File: src/rtl/hsdiv_pkg.sv
package hsdiv_pkg;

  typedef enum logic { PH_SHORT = 1'b0, PH_LONG = 1'b1 } hsdiv_phase_e;

  // Source cycles in one output period for a field and phase.
  function automatic int period_cycles(int field, logic long_phase);
    int base;
    base = (field >> 1) + 1;
    if (((field & 1) != 0) && long_phase)
      base = base + 1;
    return base;
  endfunction

  // High cycles in a period of the given length (extra cycle goes high).
  function automatic int high_cycles(int len);
    return (len + 1) >> 1;
  endfunction

  // Divider field from the source and pixel rates, nearest, clamped.
  function automatic int field_from_rates(longint src_hz, longint pix_hz,
                                          int field_max);
    longint q;
    if (pix_hz <= 0)
      return field_max;
    q = (2 * src_hz + pix_hz / 2) / pix_hz - 2;
    if (q < 0)
      q = 0;
    if (q > longint'(field_max))
      q = longint'(field_max);
    return int'(q);
  endfunction

endpackage

File: src/rtl/hsdiv_field_reg.sv
module hsdiv_field_reg #(
  parameter int FIELD_W = 8
) (
  input  logic               clk,
  input  logic               rst_n,
  input  logic               boundary,
  input  logic [FIELD_W-1:0] field_in,
  output logic [FIELD_W-1:0] field_q,
  output logic               long_phase
);
  import hsdiv_pkg::*;

  hsdiv_phase_e phase_q;
  logic         field_change;

  assign field_change = (field_in != field_q);
  assign long_phase   = (phase_q == PH_LONG);

  always_ff @(posedge clk or negedge rst_n) begin
    if (!rst_n) begin
      field_q <= '0;
      phase_q <= PH_SHORT;
    end else if (boundary) begin
      if (field_change) begin
        field_q <= field_in;
        phase_q <= PH_SHORT;
      end else if (field_q[0] && (phase_q == PH_SHORT)) begin
        phase_q <= PH_LONG;
      end else begin
        phase_q <= PH_SHORT;
      end
    end
  end


  field_hold_chk: assert property (@(posedge clk) disable iff (!rst_n)
    !boundary |=> $stable(field_q));


  long_only_odd_chk: assert property (@(posedge clk) disable iff (!rst_n)
    long_phase |-> field_q[0]);

endmodule

File: src/rtl/hsdiv_period_cnt.sv
module hsdiv_period_cnt #(
  parameter int FIELD_W = 8,
  localparam int LEN_W  = FIELD_W
) (
  input  logic               clk,
  input  logic               rst_n,
  input  logic [FIELD_W-1:0] field_q,
  input  logic               long_phase,
  output logic               boundary,
  output logic               high
);
  import hsdiv_pkg::*;

  logic [LEN_W-1:0] cnt;
  logic [LEN_W-1:0] len;
  logic [LEN_W-1:0] hi_len;

  assign len      = LEN_W'(period_cycles(int'(field_q), long_phase));
  assign hi_len   = LEN_W'(high_cycles(int'(len)));
  assign boundary = (cnt == len - LEN_W'(1));
  assign high     = (cnt < hi_len);

  always_ff @(posedge clk or negedge rst_n) begin
    if (!rst_n)
      cnt <= '0;
    else if (boundary)
      cnt <= '0;
    else
      cnt <= cnt + LEN_W'(1);
  end


  cnt_in_range_chk: assert property (@(posedge clk) disable iff (!rst_n)
    cnt < len);


  restart_after_end_chk: assert property (@(posedge clk) disable iff (!rst_n)
    boundary |=> (cnt == '0));

endmodule

File: src/rtl/hsdiv_out_stage.sv
module hsdiv_out_stage (
  input  logic clk,
  input  logic rst_n,
  input  logic boundary,
  input  logic high,
  output logic pix_clk,
  output logic pix_stb
);

  always_ff @(posedge clk or negedge rst_n) begin
    if (!rst_n) begin
      pix_clk <= 1'b0;
      pix_stb <= 1'b0;
    end else begin
      pix_clk <= high;
      pix_stb <= boundary;
    end
  end


  high_after_end_chk: assert property (@(posedge clk) disable iff (!rst_n)
    pix_stb |=> pix_clk);

endmodule

File: src/rtl/hsdiv_pixclk.sv
module hsdiv_pixclk #(
  parameter int FIELD_W = 8
) (
  input  logic               clk_src,
  input  logic               rst_n,
  input  logic [FIELD_W-1:0] div_field,
  output logic               pix_clk,
  output logic               pix_stb
);

  logic [FIELD_W-1:0] field_q;
  logic               long_phase;
  logic               boundary;
  logic               high;

  hsdiv_field_reg #(.FIELD_W(FIELD_W)) u_field (
    .clk        (clk_src),
    .rst_n      (rst_n),
    .boundary   (boundary),
    .field_in   (div_field),
    .field_q    (field_q),
    .long_phase (long_phase)
  );

  hsdiv_period_cnt #(.FIELD_W(FIELD_W)) u_cnt (
    .clk        (clk_src),
    .rst_n      (rst_n),
    .field_q    (field_q),
    .long_phase (long_phase),
    .boundary   (boundary),
    .high       (high)
  );

  hsdiv_out_stage u_out (
    .clk      (clk_src),
    .rst_n    (rst_n),
    .boundary (boundary),
    .high     (high),
    .pix_clk  (pix_clk),
    .pix_stb  (pix_stb)
  );


  div1_every_cycle_chk: assert property (@(posedge clk_src) disable iff (!rst_n)
    (field_q == '0) |-> (boundary && high));

endmodule

File: config.mk
export PLATFORM = sky130hd
export DESIGN_NAME = hsdiv_pixclk
export DESIGN_NICKNAME = d
export VERILOG_FILES = /design/src/rtl/hsdiv_pkg.sv /design/src/rtl/hsdiv_field_reg.sv /design/src/rtl/hsdiv_period_cnt.sv /design/src/rtl/hsdiv_out_stage.sv /design/src/rtl/hsdiv_pixclk.sv
export SDC_FILE = /design/constraint.sdc
export NUM_CORES = 1
export LEC_CHECK = 0
export ABC_AREA = 1
export ABC_CLOCK_PERIOD_IN_PS = 7150
export CAP_MARGIN = 20
export CORE_MARGIN = 5
export CORE_UTILIZATION = 30
export CTS_CLUSTER_SIZE = 14
export DETAILED_ROUTE_END_ITERATION = 10
export SETUP_SLACK_MARGIN = 0.4
export SYNTH_ARGS = -nofsm -noshare
export SYNTH_HDL_FRONTEND = slang
export SYNTH_HIERARCHICAL = 1
export SYNTH_SLANG_ARGS = --single-unit
File: constraint.sdc
create_clock -name clk_src -period 7.15 [get_ports clk_src]
set_clock_uncertainty 0.2 [all_clocks]
set_input_delay 1.43 -clock clk_src [delete_from_list [all_inputs] [get_ports clk_src]]
set_output_delay 1.43 -clock clk_src [all_outputs]
set_load 0.03 [all_outputs]
=== Word-level counts from Yosys, hierarchy flattened ===
Index checks and enable logic that the tools add are counted.

* Bits in read-only memories: 0
* Register bits: 19
* Output and inout bits: 2
* Latch bits: 0
* Memory bits (writable): 0
* Word-level logic and storage cells: 21
* Memories: 0

* Shift operators: 0
* Order comparisons: 1
* Multipliers: 0
* Divide/modulo/power cells: 0
* Reductions and logical operators: 3
* Bitwise operators: 1
* Add/subtract/negate cells: 5
* Mux-type cells: 4
* Equality and inequality tests: 2

{| class="wikitable"
|+ Operators with widths
! kind !! count
|-
| 8-bit by 1-bit adder with 8-bit output, second input constant || 2
|-
| 8-bit 2-to-1 mux || 2
|-
| 8-bit by 1-bit adder with 9-bit output, second input constant || 1
|-
| 7-bit by 1-bit adder with 8-bit output, second input constant || 1
|-
| 8-bit == test || 1
|-
| 8-bit < comparator || 1
|-
| 8-bit != test || 1
|-
| 8-bit by 1-bit subtractor with 8-bit output, second input constant || 1
|-
| 1-bit logical AND || 2
|-
| 1-bit 2-to-1 mux || 2
|-
| 2-bit AND reduction || 1
|-
| 1-bit NOT || 1
|}

=== Longest topological paths before layout ===
Gate-level depths: netlist of run 1.

* Word-level depth: 6
* Mapped depth: 22
* Mapped depth without buffers: 21

=== Hierarchy ===
Netlist of run 1, hierarchy kept.

{| class="wikitable"
|+ Modules (own cells, without submodules)
! module !! cells an instance !! instances !! area each (µm²)
|-
| hsdiv_period_cnt || 230 || 1 || 1358.8
|-
| hsdiv_field_reg || 65 || 1 || 504.2
|-
| hsdiv_out_stage || 2 || 1 || 50.0
|}

=== Worst setup path after synthesis of run 1 ===
No wires, ideal clock.

* Path type: reg-to-reg
* Start: reg u_field.field_q[1]
* End: reg u_field.phase_q, in the netlist u_field/long_phase
* Required time: 6873 ps
* Library setup time: 77 ps
* Stages on the path, launching flop included: 23
* Buffers on the path: 2
* Clock period less this slack: 3168 ps
* Arrival time: 2891 ps
* Slack: 3982 ps
* Path through: dfrtp_1 buf_4 inv_2 ha_1 inv_1 nand2_1 nand2_1 inv_1 ha_1 xor2_1 o21ai_0 nor2_1 nand2_1 nor2_1 nand2_1 nor2_1 nand2_1 nor2_4 nand3_4 inv_1 buf_2 o21ai_0 a21oi_1

* Word-level cells in the longest chain between the ends: 5
* Elaborated cells between the ends (all ways): 7
* Those cells by class: add/sub (3); eq/ne (2); mux (2)

{| class="wikitable"
|+ Ends and longest elaborated chain
! what !! RTL line !! text
|-
| from (decl) || hsdiv_field_reg.sv:8 || <nowiki>output logic [FIELD_W-1:0] field_q,</nowiki>
|-
| from (signal assigned) || hsdiv_field_reg.sv:25 || <nowiki>field_q <= field_in;</nowiki>
|-
| 7-bit by 1-bit adder with 8-bit output * || hsdiv_pkg.sv:8 || <nowiki>base = (field >> 1) + 1;</nowiki>
|-
| 8-bit by 1-bit adder with 8-bit output || hsdiv_pkg.sv:10 || <nowiki>base = base + 1;</nowiki>
|-
| 8-bit 2-to-1 mux * || hsdiv_pkg.sv:9 || <nowiki>if (((field & 1) != 0) && long_phase)</nowiki>
|-
| 8-bit by 1-bit subtractor with 8-bit output * || hsdiv_period_cnt.sv:20 || <nowiki>assign boundary = (cnt == len - LEN_W'(1));</nowiki>
|-
| 8-bit == test * || hsdiv_period_cnt.sv:20 ||
|-
| named net boundary || hsdiv_pixclk.sv:13 || <nowiki>logic boundary;</nowiki>
|-
| to (signal assigned) || hsdiv_field_reg.sv:22 || <nowiki>phase_q <= PH_SHORT;</nowiki>
|-
| to (signal assigned) || hsdiv_field_reg.sv:26 || <nowiki>phase_q <= PH_SHORT;</nowiki>
|-
| to (signal assigned) || hsdiv_field_reg.sv:28 || <nowiki>phase_q <= PH_LONG;</nowiki>
|-
| to (decl) || hsdiv_field_reg.sv:13 || <nowiki>hsdiv_phase_e phase_q;</nowiki>
|}

The timed path passes the listed nets; every way through them passes the cells marked *.
A chain may end at the register's enable or synchronous reset.

=== Worst setup path after layout of run 1 ===
Same ends and word-level chain as after synthesis.

==> impl_metrics.csv, run 1 <==
group,metric,value,unit
detailed_routing,routed_wl,4.02,mm
power_and_ir_drop,peakVddDrop,0.145,mV
clocking,clockRootBuffer,"clkbuf_8",
sta,rsz0062_at_grt,"no",
detailed_routing,postRouteAntennaNets,0,
logic_synthesis,synth-simple-area-share,44.8,%
worst_hold_path,hold_path_depth,2,
clocking,cts_tree,"built",
finish,multi_input_area,1230,sq um
sta,timing.final.crit_share,50.4,%
global_routing,antenna_found_initial,0,
floorplan,coreArea,6280,sq um
detailed_routing,vias,1727,
logic_synthesis,synth_adder_area_share,7.85,%
logic_synthesis,synth_nets,319,
worst_setup_path,worstRegToRegCells,21,
worst_hold_path,min_to,"u_field/field_q[7]$_DFFE_PN0P_",
job,max_cap_violations,0,
power_and_ir_drop,leakagePower,1.16,nW
floorplan,die_w,89.9,microns
logic_synthesis,synth_top_family_by_area,"simple AND/OR/NAND/NOR gates",
global_routing,grt_pass1_vias,1594,
place,hpwlAfterDp,3.29,mm
clocking,cts_made_buffers,3,
floorplan,ios,12,
logic_synthesis,synth-compound-area-share,5.23,%
detailed_routing,drc,0,
place,place_ws,3.58,ns
finish,layout.cells.most_common_list,"99 x nand2_1, 41 x inv_1, 33 x nand3_1",
clocking,clkTransAtPathRegs,0.08,ns
logic_synthesis,yosysTopAreaCell,"dfrtp_1",
worst_setup_path,cp.required,7.08,ns
clocking,cts_buffer_depth,2,
logic_synthesis,synth_xor_area_share,6.41,%
logic_synthesis,synthCells,297,
logic_synthesis,synthTopCellsByArea,"dfrtp_1 25%, nand2_1 19%, nand3_1 8.6%",
power_and_ir_drop,power_density,462,nW/um^2
place,gp_congestion,0.828,
worst_setup_path,r2r_slack,3.55,ns
worst_setup_path,worstSetupStartpointType,"flip-flop",
worst_setup_path,cp_data_arrival_time,3.54,ns
global_routing,grt-ovfl-total,0,
finish,drive_gt1_share,12.9,%
sta,finalSetupViolCount,0,
worst_hold_path,hold_path.class,"reg -> reg",
detailed_routing,drt-initial-drc-count,95,
finish,n_antenna_cell,0,
clocking,cts.sinks,19,
sta,slew_headroom,42.9,%
floorplan,die_h,89.9,microns
worst_hold_path,worstHoldStart,"u_field/field_q[7]$_DFFE_PN0P_",
global_routing,grt_use_total,9.98,%
clocking,cts_resized,0,
floorplan,rows,29,
sta,hold_violations,0,
logic_synthesis,seq_area_frac_synth,24.9,%
global_routing,grt_pass1_wl,6.90,mm
outcome,status,"completed",
logic_synthesis,yosysTopAreaCellShare,24.9,%
worst_setup_path,end_kind,"flip-flop",
clocking,ctsHoldBuffers,0,
logic_synthesis,netlist_area,1910,sq um
place,placed_area,2110,sq um
worst_setup_path,r2r-start,"u_field/field_q[1]$_DFFE_PN0P_",
clocking,cts_max_level,1,
worst_setup_path,crit_type,"reg -> reg",
sta,fin_ws,3.55,ns
finish,fill_cells,678,
power_and_ir_drop,total_power,0.995,mW
sta,fin_crit,3.60,ns
clocking,postCtsSetupBuffers,0,
finish,finish.instance_area,2150,sq um
floorplan,start_util,30.5,%
clocking,clk_latency,0.26,ns
place,io_buffers,11,
logic_synthesis,yosysUniqueCellTypes,30,
logic_synthesis,yosys_warnings,6,
floorplan,die-area,8070,sq um
finish,regArea,475,sq um
detailed_routing,dr.pass1.iters,4,
finish,area_growth,12.6,%
logic_synthesis,yosys_register_bits,19,
finish,layout_commonest_cell,"nand2_1",
sta,maxSlewViolCount,0,
sta,fmax,0.277,GHz
logic_synthesis,synth_mux_area_share,0,%
sta,tightest_slew,0.854,ns
detailed_routing,vias_per_cell,4.46,
logic_synthesis,postSynthAreaPerCell,6.44,sq um
global_routing,grt_start_max_net_pins,20,
detailed_routing,wl_per_cell,10.4,microns
finish,layout.nets,333,
worst_setup_path,worstPathMaxFanout,13,
worst_setup_path,r2r_end,"u_field/long_phase$_DFFE_PN0P_",
sta,tns,0,ns
[cell families after synthesis]
logic type,count (synthesis)
and+or+nand+nor,181
buffers and inverters,53
xor gates and xnor gates,14
DFF,19
adders and majority gates,12
AOI/OAI and AO/OA,17
other,1
[critical path, cell delays in order (launching register included)]
cell and delay [ns]:
dfrtp_1 0.57, inv_2 0.08, ha_1 0.35, inv_1 0.07, nand2_1 0.06, nand2_1 0.14, inv_1 0.06, ha_1 0.30
xor2_1 0.15, o21ai_0 0.09, nor2_1 0.09, nand2_1 0.06, nor2_1 0.08, nand2_1 0.05, nor2_1 0.08, nand2_1 0.09
nor2_4 0.13, nand3_4 0.12, inv_1 0.40, o21ai_0 0.16, o21ai_0 0.11, a21oi_1 0.05
[where the power goes]
group | switching, mW | internal [mW] | total, mW
Clock | 0.0383 | 0.0388 | 0.0771
Sequential | 0.0851 | 0.158 | 0.243
Combinational | 0.417 | 0.258 | 0.675
Total | 0.541 | 0.454 | 0.995
[Yosys cell counts, drive strengths merged]
master	instances
inv	51
xnor2	5
nand2	111
nor4	1
o211ai	1
conb	1
ha	12
nand4	2
a21boi	1
o21ai	7
nand3	35
a21oi	7
buf	2
a21o	1
dfrtp	19
nor3	4
xor2	9
nor2	28
[how the worst max path moves through the flow]
stage                                        start                              to  slack, ns  cells past startpoint
finish              u_field/field_q[1]$_DFFE_PN0P_  u_field/long_phase$_DFFE_PN0P_       3.55                     21
global route        u_field/field_q[1]$_DFFE_PN0P_  u_field/long_phase$_DFFE_PN0P_       3.20                     21
CTS                 u_field/field_q[1]$_DFFE_PN0P_  u_field/long_phase$_DFFE_PN0P_       3.54                     21
detailed placement  u_field/field_q[1]$_DFFE_PN0P_  u_field/long_phase$_DFFE_PN0P_       3.58                     21
global placement    u_field/field_q[1]$_DFFE_PN0P_  u_field/long_phase$_DFFE_PN0P_       3.70                     21
floorplan           u_field/field_q[1]$_DFFE_PN0P_  u_field/long_phase$_DFFE_PN0P_       3.98                     22
[stage by stage]
stage	instances	hold WS, ns	util [%]
detailed placement	383	0.370	33.6
global placement	383	0.362	33.6
CTS	387	0.390	34.3
global route	387	0.414	34.3
floorplan	297	0.307	-
finish	387	0.389	34.3
[registers in the layout, indices dropped and copies added, names as in the netlist]
name,cells
u_field/field_q,8
u_out/pix_stb,1
u_out/pix_clk,1
u_field/long_phase,1
u_cnt/cnt,8
[metal layers]
| layer | track usage, % | share of wire, % |
|---|---|---|
| met1 | 13.4 | 52 |
| met2 | 17.0 | 45 |
| met3 | 0.751 | 1.8 |
| met4 | 2.98 | 1.1 |
| met5 | 0 | 0 |
[final cells by class]
type	count	area share, %
Timing Repair Buffer	11	5.11
Multi-Input combinational cell	225	57.3
Clock buffer	3	1.92
Sequential cell	19	22.1
Tap cell	77	4.47
Clock inverter	1	0.232
Inverter	51	8.89
Note: power is estimated with default switching activity, not from simulation.
==> run 2, diff against run 1 <==
ABC_CLOCK_PERIOD_IN_PS = 3700   (was 7150)
clock period = 3.7 ns   (was 7.15 ns; I/O delays follow)
==> run 2 against run 1 <==
Against the previous run: fmax grew 19%; non-clock buffer count is 9 higher; wire length down 2.0%; critical path type unchanged; first-iteration DRC count is 3.2% higher; via count rose by 2.6%; total power grew 100%.
==> impl_metrics.csv, run 2 (synthesis gave the netlist of run 1 again) <==
group,metric,value,unit
power_and_ir_drop,p_sw_share,53.0,%
worst_setup_path,cp_num_buf_inv,3,
global_routing,grt_start_max_net_pins,20,
sta,maxSlewViolCount,0,
worst_setup_path,r2r-start,"u_field/field_q[1]$_DFFE_PN0P_",
finish,layout.nets,342,
sta,rsz0062_at_grt,"no",
detailed_routing,routed_wl,3.94,mm
place,place_ws,0.351,ns
detailed_routing,drc,0,
global_routing,grt_use_total,10.4,%
sta,hold_violations,0,
detailed_routing,dr.pass1.iters,4,
worst_hold_path,worstHoldStart,"u_cnt/cnt[7]$_DFF_PN0_",
worst_setup_path,r2r_end,"u_out/pix_clk$_DFF_PN0_",
worst_setup_path,end_kind,"flip-flop",
worst_setup_path,worstPathMaxFanout,10,
clocking,cts_tree,"built",
floorplan,die-area,8070,sq um
worst_setup_path,crit_family,"simple AND/OR/NAND/NOR gates",
global_routing,grt_pass1_vias,1711,
power_and_ir_drop,power_frac_comb,70.3,%
sta,fin_crit,3.03,ns
place,io_buffers,11,
floorplan,die_w,89.9,microns
finish,regArea,478,sq um
finish,layout_commonest_cell,"nand2_1",
worst_setup_path,cp.required,3.69,ns
clocking,clkTransAtPathRegs,0.08,ns
clocking,cts_max_level,1,
finish,n_antenna_cell,0,
power_and_ir_drop,switching_power,1.07,mW
sta,finalSetupViolCount,0,
sta,fin_ws,0.665,ns
finish,area_growth,18.1,%
power_and_ir_drop,peakVddDrop,0.245,mV
finish,fill_cells,671,
worst_hold_path,min_to,"u_out/pix_clk$_DFF_PN0_",
worst_hold_path,hold_path.class,"reg -> reg",
global_routing,grt_use_met2,17.7,%
sta,fmax,0.330,GHz
clocking,ctsHoldBuffers,0,
global_routing,grt_use_met1,13.7,%
global_routing,antenna_found_initial,0,
power_and_ir_drop,p_int,0.946,mW
floorplan,rows,29,
floorplan,die_h,89.9,microns
detailed_routing,postRouteAntennaNets,0,
clocking,cts_made_buffers,3,
worst_setup_path,path_cells,"buf_4 -> ha_1 -> nand2_1 -> inv_2 -> nor2_2 -> nand2_1 -> nand2_1 -> nand2_2 -> inv_2 -> nand3_1 -> xor2_1 -> ha_1 -> a21oi_1 -> nand2_1 -> nand3_1 -> nand2_1 -> a21o_1 -> a21oi_1",
power_and_ir_drop,leakagePower,1.21,nW
worst_setup_path,crit_type,"reg -> reg",
job,max_cap_violations,0,
place,gp_congestion,0.838,
worst_setup_path,cp_data_arrival_time,3.02,ns
clocking,cts.sinks,19,
floorplan,ios,12,
power_and_ir_drop,power_density,891,nW/um^2
detailed_routing,vias,1772,
sta,slew_headroom,43.8,%
worst_setup_path,worstSetupStartpointType,"flip-flop",
floorplan,coreArea,6280,sq um
finish,utilization,36.0,%
finish,drive_gt1_share,17.6,%
sta,tightest_slew,0.841,ns
worst_setup_path,path_common_cell,"nand2_1",
worst_setup_path,r2r_slack,0.67,ns
place,hpwlAfterDp,3.16,mm
clocking,cts_buffer_depth,2,
worst_setup_path,worstRegToRegCells,18,
worst_setup_path,crit_slowest_cell,"dfrtp_2",
global_routing,grt_pass1_wl,7.27,mm
detailed_routing,wl_per_cell,9.94,microns
global_routing,top_usage_layer,"met2",
worst_setup_path,max_stage_delay,0.42,ns
sta,timing.final.crit_share,82.0,%
sta,tns,0,ns
outcome,status,"completed",
power_and_ir_drop,power_frac_seq,22.4,%
power_and_ir_drop,pwr-share-clk,7.3,%
clocking,clockRootBuffer,"clkbuf_8",
finish,multi_input_area,1260,sq um
global_routing,use_met3,0.501,%
detailed_routing,vias_per_cell,4.47,
detailed_routing,drt-initial-drc-count,98,
clocking,clk_latency,0.26,ns
worst_hold_path,hold_path_depth,2,
finish,reg.largest.list,"u_cnt/cnt: 8 flops, u_field/field_q: 8 flops",
finish,layout.cells.most_common_list,"98 x nand2_1, 40 x inv_1, 33 x nand3_1",
floorplan,start_util,30.5,%
global_routing,grt-ovfl-total,0,
==> run 2: area by class of cell <==
class / count / share of cell area [%]
clock buffer: 3 / 1.83
clock inverter: 1 / 0.221
inverter: 51 / 8.47
multi-input combinational: 225 / 55.6
sequential: 19 / 21.2
tap: 77 / 4.26
timing repair buffer: 20 / 8.47
==> run 2: how the worst max path moves through the flow <==
stage          cells past startpoint                           start                             end
4_1_cts                           21  u_field/field_q[2]$_DFFE_PN0P_  u_field/long_phase$_DFFE_PN0P_
6_report                          18  u_field/field_q[1]$_DFFE_PN0P_         u_out/pix_clk$_DFF_PN0_
2_1_floorplan                     22  u_field/field_q[1]$_DFFE_PN0P_  u_field/long_phase$_DFFE_PN0P_
3_5_place_dp                      22  u_field/field_q[1]$_DFFE_PN0P_  u_field/long_phase$_DFFE_PN0P_
5_1_grt                           16  u_field/field_q[1]$_DFFE_PN0P_         u_out/pix_clk$_DFF_PN0_
3_3_place_gp                      22  u_field/field_q[1]$_DFFE_PN0P_  u_field/long_phase$_DFFE_PN0P_
==> run 2: worst reg2reg max path: stages, from the launching register on <==
cell and delay, ns:
dfrtp_2 0.42, buf_4 0.17, ha_1 0.24, nand2_1 0.11, inv_2 0.05, nor2_2 0.11, nand2_1 0.10, nand2_1 0.12
nand2_2 0.13, inv_2 0.08, nand3_1 0.12, xor2_1 0.18, ha_1 0.30, a21oi_1 0.15, nand2_1 0.09, nand3_1 0.08
nand2_1 0.05, a21o_1 0.15, a21oi_1 0.11
==> run 2: per-layer routing <==
metal	wire length (microns)	vias up
li1	-	961
met1	1960	794
met2	1840	12
met3	63	5
met4	69	0
met5	0	-
==> run 2: power groups by stage <==
| stage | Clock (mW) | Combinational (mW) | Sequential [mW] |
|---|---|---|---|
| global placement | 0 | 1.29 | 0.463 |
| finish | 0.147 | 1.42 | 0.452 |
| detailed placement | 0 | 1.31 | 0.467 |
| floorplan | 0 | 1.09 | 0.425 |
| global route | 0.159 | 1.66 | 0.474 |
| CTS | 0.152 | 1.34 | 0.451 |
==> run 2: what timing repair did <==
action,CTS,global route
cloned,0,1
pin swaps,0,2
endpoints found under the setup margin,9,10
buffers inserted,1,6
resized for setup,1,7
==> run 2: stage by stage <==
step | hold WS (ns) | cells | total power, mW | area (sq um)
after floorplan | 0.244 | 297 | 1.51 | 1910
after global placement | 0.380 | 384 | 1.75 | 2110
after detailed placement | 0.394 | 384 | 1.78 | 2110
after CTS | 0.405 | 389 | 1.95 | 2170
after global routing | 0.435 | 396 | 2.29 | 2260
final | 0.399 | 396 | 2.01 | 2260
